### config.mk
export PLATFORM = sky130hd
export DESIGN_NAME = spi_sclk_prescaler
export DESIGN_NICKNAME = d
export VERILOG_FILES = /design/src/rtl/spi_presc_pkg.sv /design/src/rtl/presc_cfg_hold.sv /design/src/rtl/presc_pow2_stage.sv /design/src/rtl/presc_even_stage.sv /design/src/rtl/presc_edge_gen.sv /design/src/rtl/spi_sclk_prescaler.sv
export SDC_FILE = /design/constraint.sdc
export NUM_CORES = 1
export LEC_CHECK = 0
export BUFFER_PORTS_ARGS = -buffer_cell sky130_fd_sc_hd__buf_2
export CORE_MARGIN = 5
export CORE_UTILIZATION = 49
export CTS_BUF_LIST = sky130_fd_sc_hd__clkbuf_16
export DETAILED_ROUTE_END_ITERATION = 6
export PLACE_DENSITY = 0.77
export SETUP_SLACK_MARGIN = 0.2
export SLEW_MARGIN = 30
export SYNTH_ARGS = -nofsm -noshare
export SYNTH_HDL_FRONTEND = slang
export SYNTH_HIERARCHICAL = 1
export SYNTH_SLANG_ARGS = --single-unit
### constraint.sdc
create_clock -name clk -period 2.4 [get_ports clk]
set_clock_uncertainty 0.15 [all_clocks]
set_input_delay 0.36 -clock clk [delete_from_list [all_inputs] [get_ports clk]]
set_output_delay 0.36 -clock clk [all_outputs]
set_load 0.02 [all_outputs]
### src/rtl/spi_presc_pkg.sv
package spi_presc_pkg;

    localparam int PRE_SEL_W = 2;
    localparam int RATE_W    = 6;
    localparam int RATE_MIN  = 4;

    typedef enum logic {
        PH_IDLE = 1'b0,
        PH_RUN  = 1'b1
    } run_state_t;

    typedef struct packed {
        logic lead;
        logic trail;
    } edge_evt_t;

    function automatic int unsigned floor_to(input int unsigned v, input int unsigned lo);
        return (v < lo) ? lo : v;
    endfunction

    function automatic int unsigned pre_ratio(input int unsigned sel);
        return 32'd2 << sel;
    endfunction

endpackage

### src/rtl/presc_cfg_hold.sv
module presc_cfg_hold
    import spi_presc_pkg::*;
#(
    parameter int SEL_W  = PRE_SEL_W,
    parameter int RW     = RATE_W,
    parameter int R_MIN  = RATE_MIN
) (
    input  logic          clk,
    input  logic          rst,
    input  logic          run,
    input  logic [SEL_W-1:0] sel_in,
    input  logic [RW-1:0] rate_in,
    input  logic          pol_in,
    output logic [SEL_W-1:0] sel_q,
    output logic [RW-1:0] rate_q,
    output logic          pol_q
);

    logic [RW-1:0] rate_fl;

    always_comb begin
        rate_fl = RW'(floor_to(32'(rate_in), R_MIN));
    end

    always_ff @(posedge clk) begin
        if (rst) begin
            sel_q  <= '0;
            rate_q <= RW'(R_MIN);
            pol_q  <= 1'b0;
        end else if (!run) begin
            sel_q  <= sel_in;
            rate_q <= rate_fl;
            pol_q  <= pol_in;
        end
    end

    // the held rate value never drops under the floor
    p_rate_floor_r5: assert property (@(posedge clk) disable iff (rst)
        rate_q >= RW'(R_MIN));

    // settings stay frozen while the clock keeps running
    p_cfg_frozen_r9: assert property (@(posedge clk) disable iff (rst)
        (run && $past(run)) |-> ($stable(sel_q) && $stable(rate_q) && $stable(pol_q)));

endmodule

### src/rtl/presc_pow2_stage.sv
module presc_pow2_stage
    import spi_presc_pkg::*;
#(
    parameter int SEL_W = PRE_SEL_W
) (
    input  logic             clk,
    input  logic             rst,
    input  logic             run,
    input  logic [SEL_W-1:0] sel,
    output logic             tick
);

    localparam int RATIO_MAX = 2 << ((1 << SEL_W) - 1);
    localparam int CW        = $clog2(RATIO_MAX);

    logic [CW-1:0] cnt;
    logic [CW-1:0] last_v;

    always_comb begin
        last_v = CW'(pre_ratio(32'(sel)) - 1);
        tick   = run && (cnt == last_v);
    end

    always_ff @(posedge clk) begin
        if (rst || !run) begin
            cnt <= '0;
        end else if (cnt == last_v) begin
            cnt <= '0;
        end else begin
            cnt <= cnt + 1'b1;
        end
    end

    // the pre-scale count never passes its terminal value
    p_pre_bound_r3: assert property (@(posedge clk) disable iff (rst)
        cnt <= last_v);

endmodule

### src/rtl/presc_even_stage.sv
module presc_even_stage
    import spi_presc_pkg::*;
#(
    parameter int RW = RATE_W
) (
    input  logic          clk,
    input  logic          rst,
    input  logic          run,
    input  logic          tick,
    input  logic [RW-1:0] rate,
    output logic          half_done
);

    logic [RW-1:0] cnt;

    always_comb begin
        half_done = tick && (cnt == rate);
    end

    always_ff @(posedge clk) begin
        if (rst || !run) begin
            cnt <= '0;
        end else if (tick) begin
            if (cnt == rate) begin
                cnt <= '0;
            end else begin
                cnt <= cnt + 1'b1;
            end
        end
    end

    // the tick count stays inside one half-period
    p_rate_bound_r3: assert property (@(posedge clk) disable iff (rst)
        cnt <= rate);

endmodule

### src/rtl/presc_edge_gen.sv
module presc_edge_gen
    import spi_presc_pkg::*;
(
    input  logic       clk,
    input  logic       rst,
    input  logic       en,
    input  logic       half_done,
    output run_state_t st,
    output logic       act,
    output edge_evt_t  evt
);

    always_ff @(posedge clk) begin
        if (rst) begin
            st  <= PH_IDLE;
            act <= 1'b0;
            evt <= '0;
        end else begin
            evt <= '0;
            case (st)
                PH_IDLE: begin
                    act <= 1'b0;
                    if (en) begin
                        st <= PH_RUN;
                    end
                end
                default: begin
                    if (half_done) begin
                        if (act) begin
                            act       <= 1'b0;
                            evt.trail <= 1'b1;
                            if (!en) begin
                                st <= PH_IDLE;
                            end
                        end else if (en) begin
                            act      <= 1'b1;
                            evt.lead <= 1'b1;
                        end else begin
                            st <= PH_IDLE;
                        end
                    end
                end
            endcase
        end
    end

    // the two strobes exclude each other
    p_strobe_excl_r10: assert property (@(posedge clk) disable iff (rst)
        !(evt.lead && evt.trail));

    // each strobe lasts one cycle and matches the phase it marks
    p_lead_single_r6: assert property (@(posedge clk) disable iff (rst)
        evt.lead |=> !evt.lead);
    p_trail_single_r6: assert property (@(posedge clk) disable iff (rst)
        evt.trail |=> !evt.trail);
    p_lead_phase_r6: assert property (@(posedge clk) disable iff (rst)
        evt.lead |-> act);
    p_trail_phase_r6: assert property (@(posedge clk) disable iff (rst)
        evt.trail |-> !act);

    // a stopped clock sits in its idle phase
    p_stop_idle_r8: assert property (@(posedge clk) disable iff (rst)
        (st == PH_IDLE) |-> !act);

endmodule

### src/rtl/spi_sclk_prescaler.sv
module spi_sclk_prescaler
    import spi_presc_pkg::*;
#(
    parameter int SEL_W = PRE_SEL_W,
    parameter int RW    = RATE_W,
    parameter int R_MIN = RATE_MIN
) (
    input  logic             clk,
    input  logic             rst,
    input  logic             en,
    input  logic [SEL_W-1:0] pre_sel,
    input  logic [RW-1:0]    rate_sel,
    input  logic             cpol,
    output logic             sclk,
    output logic             lead_stb,
    output logic             trail_stb
);

    run_state_t       st;
    logic             run;
    logic [SEL_W-1:0] sel_q;
    logic [RW-1:0]    rate_q;
    logic             pol_q;
    logic             tick;
    logic             half_done;
    logic             act;
    edge_evt_t        evt;

    always_comb begin
        run = (st == PH_RUN);
    end

    presc_cfg_hold #(.SEL_W(SEL_W), .RW(RW), .R_MIN(R_MIN)) u_cfg (
        .clk     (clk),
        .rst     (rst),
        .run     (run),
        .sel_in  (pre_sel),
        .rate_in (rate_sel),
        .pol_in  (cpol),
        .sel_q   (sel_q),
        .rate_q  (rate_q),
        .pol_q   (pol_q)
    );

    presc_pow2_stage #(.SEL_W(SEL_W)) u_pow2 (
        .clk  (clk),
        .rst  (rst),
        .run  (run),
        .sel  (sel_q),
        .tick (tick)
    );

    presc_even_stage #(.RW(RW)) u_even (
        .clk       (clk),
        .rst       (rst),
        .run       (run),
        .tick      (tick),
        .rate      (rate_q),
        .half_done (half_done)
    );

    presc_edge_gen u_edge (
        .clk       (clk),
        .rst       (rst),
        .en        (en),
        .half_done (half_done),
        .st        (st),
        .act       (act),
        .evt       (evt)
    );

    always_comb begin
        sclk      = act ^ pol_q;
        lead_stb  = evt.lead;
        trail_stb = evt.trail;
    end

    // an idle clock shows the polarity sampled one cycle earlier
    p_idle_level_r2: assert property (@(posedge clk) disable iff (rst)
        (!run && $past(!run)) |-> (sclk == $past(cpol)));

    // no strobe while idle for two cycles
    p_idle_quiet_r2: assert property (@(posedge clk) disable iff (rst)
        (!run && $past(!run)) |-> (!lead_stb && !trail_stb));

endmodule

# After elaboration in Yosys (flattened, before gate mapping)
# Index checks and enable logic that the tools add are counted.
# word_totals
output_inout_bits	3
regBits	23
elab_cells	33
input_bits	12
# op_classes
bitwise_logic	3
mux	7
addsub	3
reduce_logical	7
n_eq_ne	2
n_lt_le_gt_ge	1
shift	1
# op_table
operator	count
2-to-1 mux 6 bit	2
adder 6 x 1 -> 6 bit, second input constant	1
equality test 6 bit	1
< comparator 6 x 3 -> 1 bit, second input constant	1
2-to-1 mux 1 bit	5
adder 4 x 1 -> 4 bit, second input constant	1
equality test 4 bit	1
OR reduction 2 bit	2
<< shifter 2 x 2 -> 4 bit, first input constant	1
subtractor 4 x 1 -> 4 bit, second input constant	1
OR reduction 3 bit	1
logical AND 1 bit	2
NOT 1 bit	2
zero test 1 bit	1
logical OR 1 bit	1
bitwise XOR 1 bit	1

# Logic depth before layout (Yosys ltp)
# Gate-level depths: netlist of the first run.
# logic_depth
ltp_word	7
depth_mapped	9
depth_no_buf	7

# Modules after synthesis
# The synthesis of the first run kept the hierarchy.
# by_module_without_submodules
module	seq_area_each_um2	instances	cells_per_inst	area_each_um2
presc_even_stage	120.1	1	37	372.9
presc_cfg_hold	180.2	1	31	329.1
presc_pow2_stage	80.1	1	22	220.2
presc_edge_gen	80.1	1	15	145.1
spi_sclk_prescaler	0.0	1	1	8.8

# Worst setup path before layout of the first run
# Ideal clock, no wire load.
# synth_timing
kind	reg2reg
start	reg u_pow2.cnt[0]
end	reg, netlist name u_edge/evt[1]
t_required_ns	2.172
stages_incl_launch_ff	10
arrival_ns	2.081
synth_period_minus_slack_ns	2.309
slack_ns	0.091
cell_sequence	dfxtp_1 or3b_4 a2111oi_4 o21a_1 buf_4 and4_4 buf_6 and2_1 nand3b_1 nor3_1
# synth_between
elab_chain_len	5
# synth_rtl
item	line	source
start: declaration	presc_pow2_stage.sv:16	logic [CW-1:0] cnt;
start signal: assignment	presc_pow2_stage.sv:30	cnt <= cnt + 1'b1;
equality test 4 bit	presc_pow2_stage.sv:21	tick = run && (cnt == last_v);
logical AND 1 bit	presc_pow2_stage.sv:21	
named net tick	spi_sclk_prescaler.sv:24	logic tick;
logical AND 1 bit	presc_even_stage.sv:17	half_done = tick && (cnt == rate);
named net half_done	spi_sclk_prescaler.sv:25	logic half_done;
NOT 1 bit (no source line)	n/a	
OR reduction 3 bit (no source line)	n/a	
# The timed path passes the listed nets, and every way through them passes these cells.
# A chain may end at the register's enable or synchronous reset.

# Worst setup path after layout of the first run
# layout_timing
start	reg u_pow2.cnt[1]
end	reg u_even.cnt[5]
# layout_between
elab_chain_len	2
# layout_rtl
item	line	source
equality test 4 bit	presc_pow2_stage.sv:21	
logical AND 1 bit	presc_pow2_stage.sv:21	
named net tick	spi_sclk_prescaler.sv:24	
end signal: assignment	presc_even_stage.sv:27	cnt <= cnt + 1'b1;
end: declaration	presc_even_stage.sv:14	logic [RW-1:0] cnt;
# The timed path passes the listed nets, and every way through them passes these cells.

==> run_summary.xml, run 1 <==
<?xml version="1.0" encoding="UTF-8"?>
<metrics>
  <group name="outcome">
    <metric name="status" unit="">complete, no violations</metric>
  </group>
  <group name="cts">
    <metric name="cts.reportedPaths.clkPinSlew" unit="ns">0.06</metric>
    <metric name="clock_tree_from_tritoncts" unit="">yes</metric>
    <metric name="h-tree-depth" unit="">1</metric>
    <metric name="insertion_delay" unit="ns">0.25</metric>
    <metric name="cts.sinks" unit="">23</metric>
    <metric name="ctsLongestPathBuffers" unit="">2</metric>
    <metric name="cts_root_buffer" unit="">clkbuf_16</metric>
    <metric name="cts_made_buffers" unit="">3</metric>
  </group>
  <group name="placement">
    <metric name="final_replace_weighted_congestion" unit="">0.8311</metric>
    <metric name="placed_cell_area" unit="mm^2">0.001187</metric>
    <metric name="place_hpwl" unit="um">1533</metric>
    <metric name="buffer_ports.inserted" unit="">14</metric>
    <metric name="dp_cells" unit="">148</metric>
  </group>
  <group name="critical_path">
    <metric name="cp_max_fo" unit="">4</metric>
    <metric name="worst_path_dominant_cell_family" unit="">simple AND/OR/NAND/NOR gates</metric>
    <metric name="rr_endpoint" unit="">u_even/cnt[5]$_SDFFE_PP0P_</metric>
    <metric name="worst-path-buf-inv" unit="">0</metric>
    <metric name="worst_path_max_delay_cell" unit="">or3b_4</metric>
    <metric name="path_cells" unit="">or3b_4 &gt; a2111oi_4 &gt; o21a_1 &gt; nand3_1 &gt; or3_1 &gt; a221oi_2</metric>
    <metric name="slowest_delay" unit="ns">0.40</metric>
    <metric name="critPathArrivalTime" unit="ns">2.16</metric>
    <metric name="timing.rr.start" unit="">u_pow2/cnt[1]$_SDFF_PP0_</metric>
    <metric name="reg2reg_setup_slack" unit="ns">0.26</metric>
    <metric name="timing.setup.critical_path_class" unit="">flop to flop</metric>
    <metric name="critPathLaunchType" unit="">flop</metric>
    <metric name="depth_of_the_worst_register_to_register_path" unit="">6</metric>
    <metric name="worst_ep_required_time" unit="ns">2.42</metric>
    <metric name="endpoint_kind" unit="">flop</metric>
  </group>
  <group name="worst_hold_path">
    <metric name="timing.hold.worst.start" unit="">cpol</metric>
    <metric name="holdPathEnd" unit="">u_cfg/pol_q$_SDFFE_PP0N_</metric>
    <metric name="worst_hold_path_type" unit="">input pin to flop</metric>
    <metric name="hold-path-cell-count" unit="">3</metric>
  </group>
  <group name="grt">
    <metric name="grt_first_pass_wirelength" unit="um">3470</metric>
    <metric name="overflow" unit="">0</metric>
    <metric name="first_global_vias" unit="">803</metric>
    <metric name="grt_antenna_before_repair" unit="">0</metric>
    <metric name="globalRouteMet1Util" unit="%">14.88</metric>
    <metric name="grtUsageTotal" unit="%">13.93</metric>
    <metric name="grt_start_max_net_pins" unit="">16</metric>
    <metric name="grt_busiest_layer" unit="">met2</metric>
    <metric name="use_met2" unit="%">24.42</metric>
    <metric name="global_route.usage.met3" unit="%">2.989</metric>
  </group>
  <group name="sta">
    <metric name="period_utilisation_layout" unit="%">89.11</metric>
    <metric name="finalSetupViolations" unit="">0</metric>
    <metric name="final.setup.tns" unit="ns">0</metric>
    <metric name="fmax" unit="MHz">467.6</metric>
    <metric name="report.final.hold_viol_count" unit="">0</metric>
    <metric name="timing.final.max_slew_violations" unit="">0</metric>
    <metric name="min_period" unit="ns">2.139</metric>
    <metric name="setup_repair_after_global_routing_missed_its_margin" unit="">yes</metric>
    <metric name="worst-slew-pin-transition" unit="ns">0.4526</metric>
    <metric name="worst_slew_margin" unit="%">69.59</metric>
  </group>
  <group name="floorplanning">
    <metric name="pin_count" unit="">15</metric>
    <metric name="fp.dieArea" unit="mm^2">0.003233</metric>
    <metric name="die_height" unit="um">56.86</metric>
    <metric name="core" unit="mm^2">0.002148</metric>
    <metric name="die_width" unit="um">56.86</metric>
    <metric name="placement_rows" unit="">17</metric>
    <metric name="initial_standard_cell_utilization_of_the_core" unit="%">50.09</metric>
  </group>
  <group name="detailed_routing">
    <metric name="detail_route.drc_violations" unit="">0</metric>
    <metric name="dr.first_iter.drc_count" unit="">1</metric>
    <metric name="ant_nets" unit="">0</metric>
    <metric name="route.detailed.vias_per_inst" unit="">5.420</metric>
    <metric name="drt-pass1-iter-count" unit="">4</metric>
    <metric name="routed_wirelength" unit="um">2113</metric>
    <metric name="count_of_vias_placed_by_the_detailed_router" unit="">851</metric>
    <metric name="routedWlPerCell" unit="um">13.46</metric>
  </group>
  <group name="synthesis">
    <metric name="synthesis.area" unit="mm^2">0.001076</metric>
    <metric name="post_synth_inst_count" unit="">106</metric>
    <metric name="synth-edff-count" unit="">0</metric>
    <metric name="synth.yosys.seq_area_share" unit="%">42.79</metric>
    <metric name="yosys_register_bits" unit="">23</metric>
    <metric name="synth_fp_nets" unit="">120</metric>
    <metric name="synth-async-reset-ratio" unit="%">0</metric>
    <metric name="synthesis.area_per_instance" unit="um^2">10.15</metric>
    <metric name="synthDistinctLibCells" unit="">35</metric>
    <metric name="synth-main-ff-cell" unit="">dfxtp_1</metric>
    <metric name="yosys_warnings" unit="">6</metric>
  </group>
  <group name="power">
    <metric name="power.sequential.fraction" unit="%">48.5</metric>
    <metric name="power_density" unit="mW/mm^2">631.1</metric>
    <metric name="power_leakage" unit="uW">0.0005289</metric>
    <metric name="power_dissipated_by_switching_net_loads" unit="uW">179.0</metric>
    <metric name="post-layout-total-power" unit="uW">836.2</metric>
    <metric name="peakVddDrop" unit="uV">532.0</metric>
    <metric name="sw_share" unit="%">21.41</metric>
    <metric name="intPower" unit="uW">657.2</metric>
    <metric name="pwr-share-comb" unit="%">9.1</metric>
    <metric name="power.share.clock" unit="%">42.4</metric>
  </group>
  <group name="flow_run">
    <metric name="maxCapViolations" unit="">0</metric>
  </group>
  <group name="finish">
    <metric name="final_util" unit="%">61.68</metric>
    <metric name="post_route_cells_drive_above_1_share" unit="%">31.78</metric>
    <metric name="synthesis_to_layout_area_growth" unit="%">23.14</metric>
    <metric name="nNetsFinal" unit="">144</metric>
    <metric name="fin_area" unit="mm^2">0.001325</metric>
    <metric name="layout.cells.non_filler" unit="">157</metric>
    <metric name="num_antenna_cells" unit="">0</metric>
  </group>
</metrics>
how the worst max path moves through the flow:
stage | to | from | depth (start not counted)
6_report | u_even/cnt[5]$_SDFFE_PP0P_ | u_pow2/cnt[1]$_SDFF_PP0_ | 6
5_1_grt | u_even/cnt[5]$_SDFFE_PP0P_ | u_pow2/cnt[0]$_SDFF_PP0_ | 6
4_1_cts | u_even/cnt[5]$_SDFFE_PP0P_ | u_pow2/cnt[0]$_SDFF_PP0_ | 6
3_5_place_dp | u_edge/evt[1]$_SDFF_PP0_ | u_pow2/cnt[0]$_SDFF_PP0_ | 7
3_3_place_gp | u_even/cnt[5]$_SDFFE_PP0P_ | u_pow2/cnt[0]$_SDFF_PP0_ | 6
2_1_floorplan | u_edge/evt[1]$_SDFF_PP0_ | u_pow2/cnt[0]$_SDFF_PP0_ | 9
logic make-up after synthesis:
| group | synth area share [%] |
|---|---|
| muxes | 6.512 |
| and+or+nand+nor | 20.58 |
| xor gates and xnor gates | 11.40 |
| adders and majority gates | 2.325 |
| DFF | 42.79 |
| buffers and inverters | 3.952 |
| AOI/OAI and AO/OA | 12.44 |
power groups by stage:
stage	clock, uW	sequential [uW]	combinational, uW
floorplan	0	413	48.0
CTS	362	407	71.0
global route	381	408	83.8
global placement	0	414	67.9
finish	354	406	75.9
detailed placement	0	415	70.5
layer usage:
metal  up-vias  wire (um)  part of all wire (%)
li1        426          -                     -
met1       397        891                    42
met2        21       1080                    51
met3         7         73                   3.5
met4         0         68                   3.2
met5         -          0                     0
worst min-delay path: stages:
cell	delay, ns
buf_2	0.08
mux2i_1	0.05
nor2_1	0.07
placed cells by master (no fill, tap or decap), drive strengths merged, types with 5 or more instances in the layout:
master	n
mux2i	7
xnor2	5
a211oi	5
xor2	9
buf	23
nor2	9
dfxtp	23
metrics by stage:
step / hold WS (ns) / setup WS, ns
after floorplan: 0.2769 / 0.1263
after global placement: 0.2869 / 0.2495
after detailed placement: 0.3065 / 0.1981
after CTS: 0.1900 / 0.2382
after global routing: 0.2033 / 0.1588
final: 0.1934 / 0.2614
cells in the mapped netlist (2+ instances only):
library cell,count,area (um^2)
nor3_1,3,15.01
inv_1,4,15.01
nand3_1,4,20.02
nor2_1,9,33.78
xor2_1,9,78.83
nand2_1,3,11.26
mux2i_1,7,70.07
a32o_1,2,20.02
ha_1,2,25.02
xnor2_1,5,43.79
nand3b_1,2,15.01
nand2b_1,4,25.02
a211oi_1,5,37.54
nand4_1,2,12.51
dfxtp_1,23,460.4
nor4_1,3,18.77
cell type report:
class                   count  area (um^2)
multi-input cells          75        590.6
inverters                   4        15.01
fillers                   172        823.3
flip-flops and latches     23        466.7
well taps                  28        35.03
clock inverters             1        5.005
repair buffers             23        137.6
clock buffers               3        75.07
flip-flops by register name, indices dropped and copies added (netlist names):
| name | flops |
|---|---|
| u_edge/evt | 2 |
| u_edge/st | 1 |
| u_cfg/pol_q | 1 |
| u_edge/act | 1 |
| u_cfg/rate_q | 6 |
| u_pow2/cnt | 4 |
| u_cfg/sel_q | 2 |
| u_even/cnt | 6 |
timing repair:
item                                    CTS  global route
gates resized for setup                   0             6
setup buffers                             1             4
endpoints found under the setup margin    3             7
pin swaps                                 1             0
hold buffers                              0             0
Power figures use the tool's default switching activity.
==> run 2: changes to the inputs <==
- CORE_UTILIZATION: 49 -> 50
- PLACE_DENSITY: 0.77 -> 0.75
- clock period: 2.4 -> 2.3 ns (I/O delays scaled with it)
==> run_summary.xml, run 2 (same netlist as run 1, synthesis figures left out) <==
<?xml version="1.0" encoding="UTF-8"?>
<metrics>
  <group name="sta">
    <metric name="setup_repair_after_global_routing_missed_its_margin" unit="">yes</metric>
    <metric name="worst-slew-pin-transition" unit="ns">0.5133</metric>
    <metric name="period_utilisation_layout" unit="%">91.66</metric>
    <metric name="finalSetupViolations" unit="">0</metric>
    <metric name="worst_slew_margin" unit="%">65.59</metric>
    <metric name="fmax" unit="MHz">474.3</metric>
    <metric name="report.final.hold_viol_count" unit="">0</metric>
    <metric name="timing.final.max_slew_violations" unit="">0</metric>
    <metric name="min_period" unit="ns">2.108</metric>
    <metric name="final.setup.tns" unit="ns">0</metric>
    <metric name="finalHoldWorstSlack" unit="ns">0.1783</metric>
  </group>
  <group name="critical_path">
    <metric name="endpoint_kind" unit="">flop</metric>
    <metric name="cp_max_fo" unit="">3</metric>
    <metric name="critPathLaunch" unit="">u_pow2/cnt[1]$_SDFF_PP0_</metric>
    <metric name="reg2reg_setup_slack" unit="ns">0.19</metric>
    <metric name="critPathLaunchType" unit="">flop</metric>
    <metric name="timing.rr.start" unit="">u_pow2/cnt[1]$_SDFF_PP0_</metric>
    <metric name="slowest_delay" unit="ns">0.40</metric>
    <metric name="critPathArrivalTime" unit="ns">2.13</metric>
    <metric name="crit_path_end" unit="">u_even/cnt[5]$_SDFFE_PP0P_</metric>
    <metric name="worst_path_max_delay_cell" unit="">or3b_4</metric>
    <metric name="worst_ep_required_time" unit="ns">2.32</metric>
    <metric name="rr_endpoint" unit="">u_even/cnt[5]$_SDFFE_PP0P_</metric>
    <metric name="timing.setup.critical_path_class" unit="">flop to flop</metric>
    <metric name="depth_of_the_worst_register_to_register_path" unit="">6</metric>
    <metric name="path_cells" unit="">or3b_4 &gt; a2111oi_4 &gt; o21a_1 &gt; nand3_1 &gt; or3_1 &gt; a221oi_2</metric>
  </group>
  <group name="power">
    <metric name="intPower" unit="uW">682.6</metric>
    <metric name="peakVddDrop" unit="uV">541.4</metric>
    <metric name="post-layout-total-power" unit="uW">869.9</metric>
    <metric name="power_dissipated_by_switching_net_loads" unit="uW">187.3</metric>
    <metric name="sw_share" unit="%">21.53</metric>
    <metric name="power_density" unit="mW/mm^2">662.1</metric>
    <metric name="pwr-share-comb" unit="%">9.0</metric>
    <metric name="power.sequential.fraction" unit="%">48.5</metric>
    <metric name="power_leakage" unit="uW">0.0005220</metric>
    <metric name="power.share.clock" unit="%">42.5</metric>
  </group>
  <group name="finish">
    <metric name="synthesis_to_layout_area_growth" unit="%">22.09</metric>
    <metric name="fillerInstances" unit="">162</metric>
    <metric name="num_antenna_cells" unit="">0</metric>
    <metric name="final_common_cell" unit="">dfxtp_1</metric>
    <metric name="final_cell_mix" unit="">dfxtp_1 (20), buf_2 (14), xor2_1 (9), nor2_1 (9)</metric>
    <metric name="layout.cells.non_filler" unit="">154</metric>
    <metric name="post_route_cells_drive_above_1_share" unit="%">30.71</metric>
    <metric name="nNetsFinal" unit="">142</metric>
    <metric name="biggestRegsByFlops" unit="">u_cfg/rate_q x6, u_even/cnt x6, u_pow2/cnt x4</metric>
  </group>
  <group name="floorplanning">
    <metric name="pin_count" unit="">15</metric>
    <metric name="die_height" unit="um">56.39</metric>
    <metric name="core" unit="mm^2">0.002002</metric>
    <metric name="fp.dieArea" unit="mm^2">0.003180</metric>
    <metric name="die_width" unit="um">56.39</metric>
    <metric name="initial_standard_cell_utilization_of_the_core" unit="%">53.75</metric>
    <metric name="placement_rows" unit="">16</metric>
  </group>
  <group name="detailed_routing">
    <metric name="routed_wirelength" unit="um">1986</metric>
    <metric name="detail_route.drc_violations" unit="">0</metric>
    <metric name="route.detailed.vias_per_inst" unit="">5.318</metric>
    <metric name="routedWlPerCell" unit="um">12.90</metric>
    <metric name="dr.first_iter.drc_count" unit="">13</metric>
    <metric name="ant_nets" unit="">0</metric>
    <metric name="count_of_vias_placed_by_the_detailed_router" unit="">819</metric>
    <metric name="drt-pass1-iter-count" unit="">4</metric>
  </group>
  <group name="placement">
    <metric name="place_hpwl" unit="um">1466</metric>
    <metric name="buffer_ports.inserted" unit="">14</metric>
    <metric name="dp_cells" unit="">149</metric>
    <metric name="final_replace_weighted_congestion" unit="">0.8711</metric>
  </group>
  <group name="cts">
    <metric name="cts_root_buffer" unit="">clkbuf_16</metric>
    <metric name="insertion_delay" unit="ns">0.26</metric>
    <metric name="ctsLongestPathBuffers" unit="">2</metric>
    <metric name="cts_made_buffers" unit="">3</metric>
    <metric name="clock_tree_from_tritoncts" unit="">yes</metric>
    <metric name="cts.reportedPaths.clkPinSlew" unit="ns">0.06</metric>
    <metric name="h-tree-depth" unit="">1</metric>
    <metric name="cts.sinks" unit="">23</metric>
  </group>
  <group name="grt">
    <metric name="grt_antenna_before_repair" unit="">0</metric>
    <metric name="overflow" unit="">0</metric>
    <metric name="first_global_vias" unit="">837</metric>
    <metric name="grt_first_pass_wirelength" unit="um">3629</metric>
    <metric name="grt_start_max_net_pins" unit="">15</metric>
    <metric name="grtUsageTotal" unit="%">14.34</metric>
  </group>
  <group name="flow_run">
    <metric name="maxCapViolations" unit="">0</metric>
  </group>
  <group name="worst_hold_path">
    <metric name="worst_hold_path_type" unit="">input pin to flop</metric>
  </group>
  <group name="outcome">
    <metric name="status" unit="">complete, no violations</metric>
  </group>
</metrics>
-- run 2: layout make-up --
class                           count  area [um^2]  area share [%]
Clock buffer                        3        75.07           5.714
Clock inverter                      1        3.754          0.2857
Inverter                            4        15.01           1.143
Multi-Input combinational cell     75        596.8           45.43
Sequential cell                    23        466.7           35.52
Tap cell                           27        33.78           2.571
Timing Repair Buffer               21        122.6           9.333
-- run 2: worst min path at each step --
stage	from	to	cells after the start
floorplan	rst	u_edge/st$_SDFF_PP0_	1
global placement	u_pow2/cnt[0]$_SDFF_PP0_	u_pow2/cnt[0]$_SDFF_PP0_	1
detailed placement	u_pow2/cnt[0]$_SDFF_PP0_	u_pow2/cnt[0]$_SDFF_PP0_	1
CTS	cpol	u_cfg/pol_q$_SDFFE_PP0N_	3
global route	cpol	u_cfg/pol_q$_SDFFE_PP0N_	3
finish	cpol	u_cfg/pol_q$_SDFFE_PP0N_	3
-- run 2: per-stage QoR --
step                area [um^2]  utilization, %  setup WS [ns]
global placement           1201           60.00         0.1723
global route               1314           65.63        0.08196
CTS                        1291           64.50         0.1736
detailed placement         1201           60.00        0.09200
floorplan                  1084               -        0.02632
finish                     1314           65.63         0.1917
-- run 2: repair_timing --
action,4_1_cts,5_1_grt
hold buffers,0,0
gates resized for setup,2,5
setup endpoints to repair,7,9
setup buffers,1,0
endpoints found under the hold margin,0,0
pin swaps,2,2
-- run 2: worst max-delay path: cells and delay by family, from the launching register on --
kind	cells	cell delay, ns
compound gates	3	0.73
flops	1	0.32
simple gates	3	0.82
-- run 2: per-layer routing --
layer | track usage [%] | wire length [um] | vias up
li1 | - | - | 421
met1 | 17.92 | 942 | 376
met2 | 23.37 | 929 | 18
met3 | 2.752 | 72 | 4
met4 | 7.119 | 42 | 0
met5 | 0 | 0 | -
-- run 2: power by group through the flow --
stage / Clock (uW) / Combinational, uW / Sequential (uW)
finish: 370 / 78.0 / 422
global route: 395 / 87.8 / 424
CTS: 376 / 75.3 / 422
detailed placement: 0 / 72.8 / 433
global placement: 0 / 70.5 / 432
floorplan: 0 / 50.1 / 431
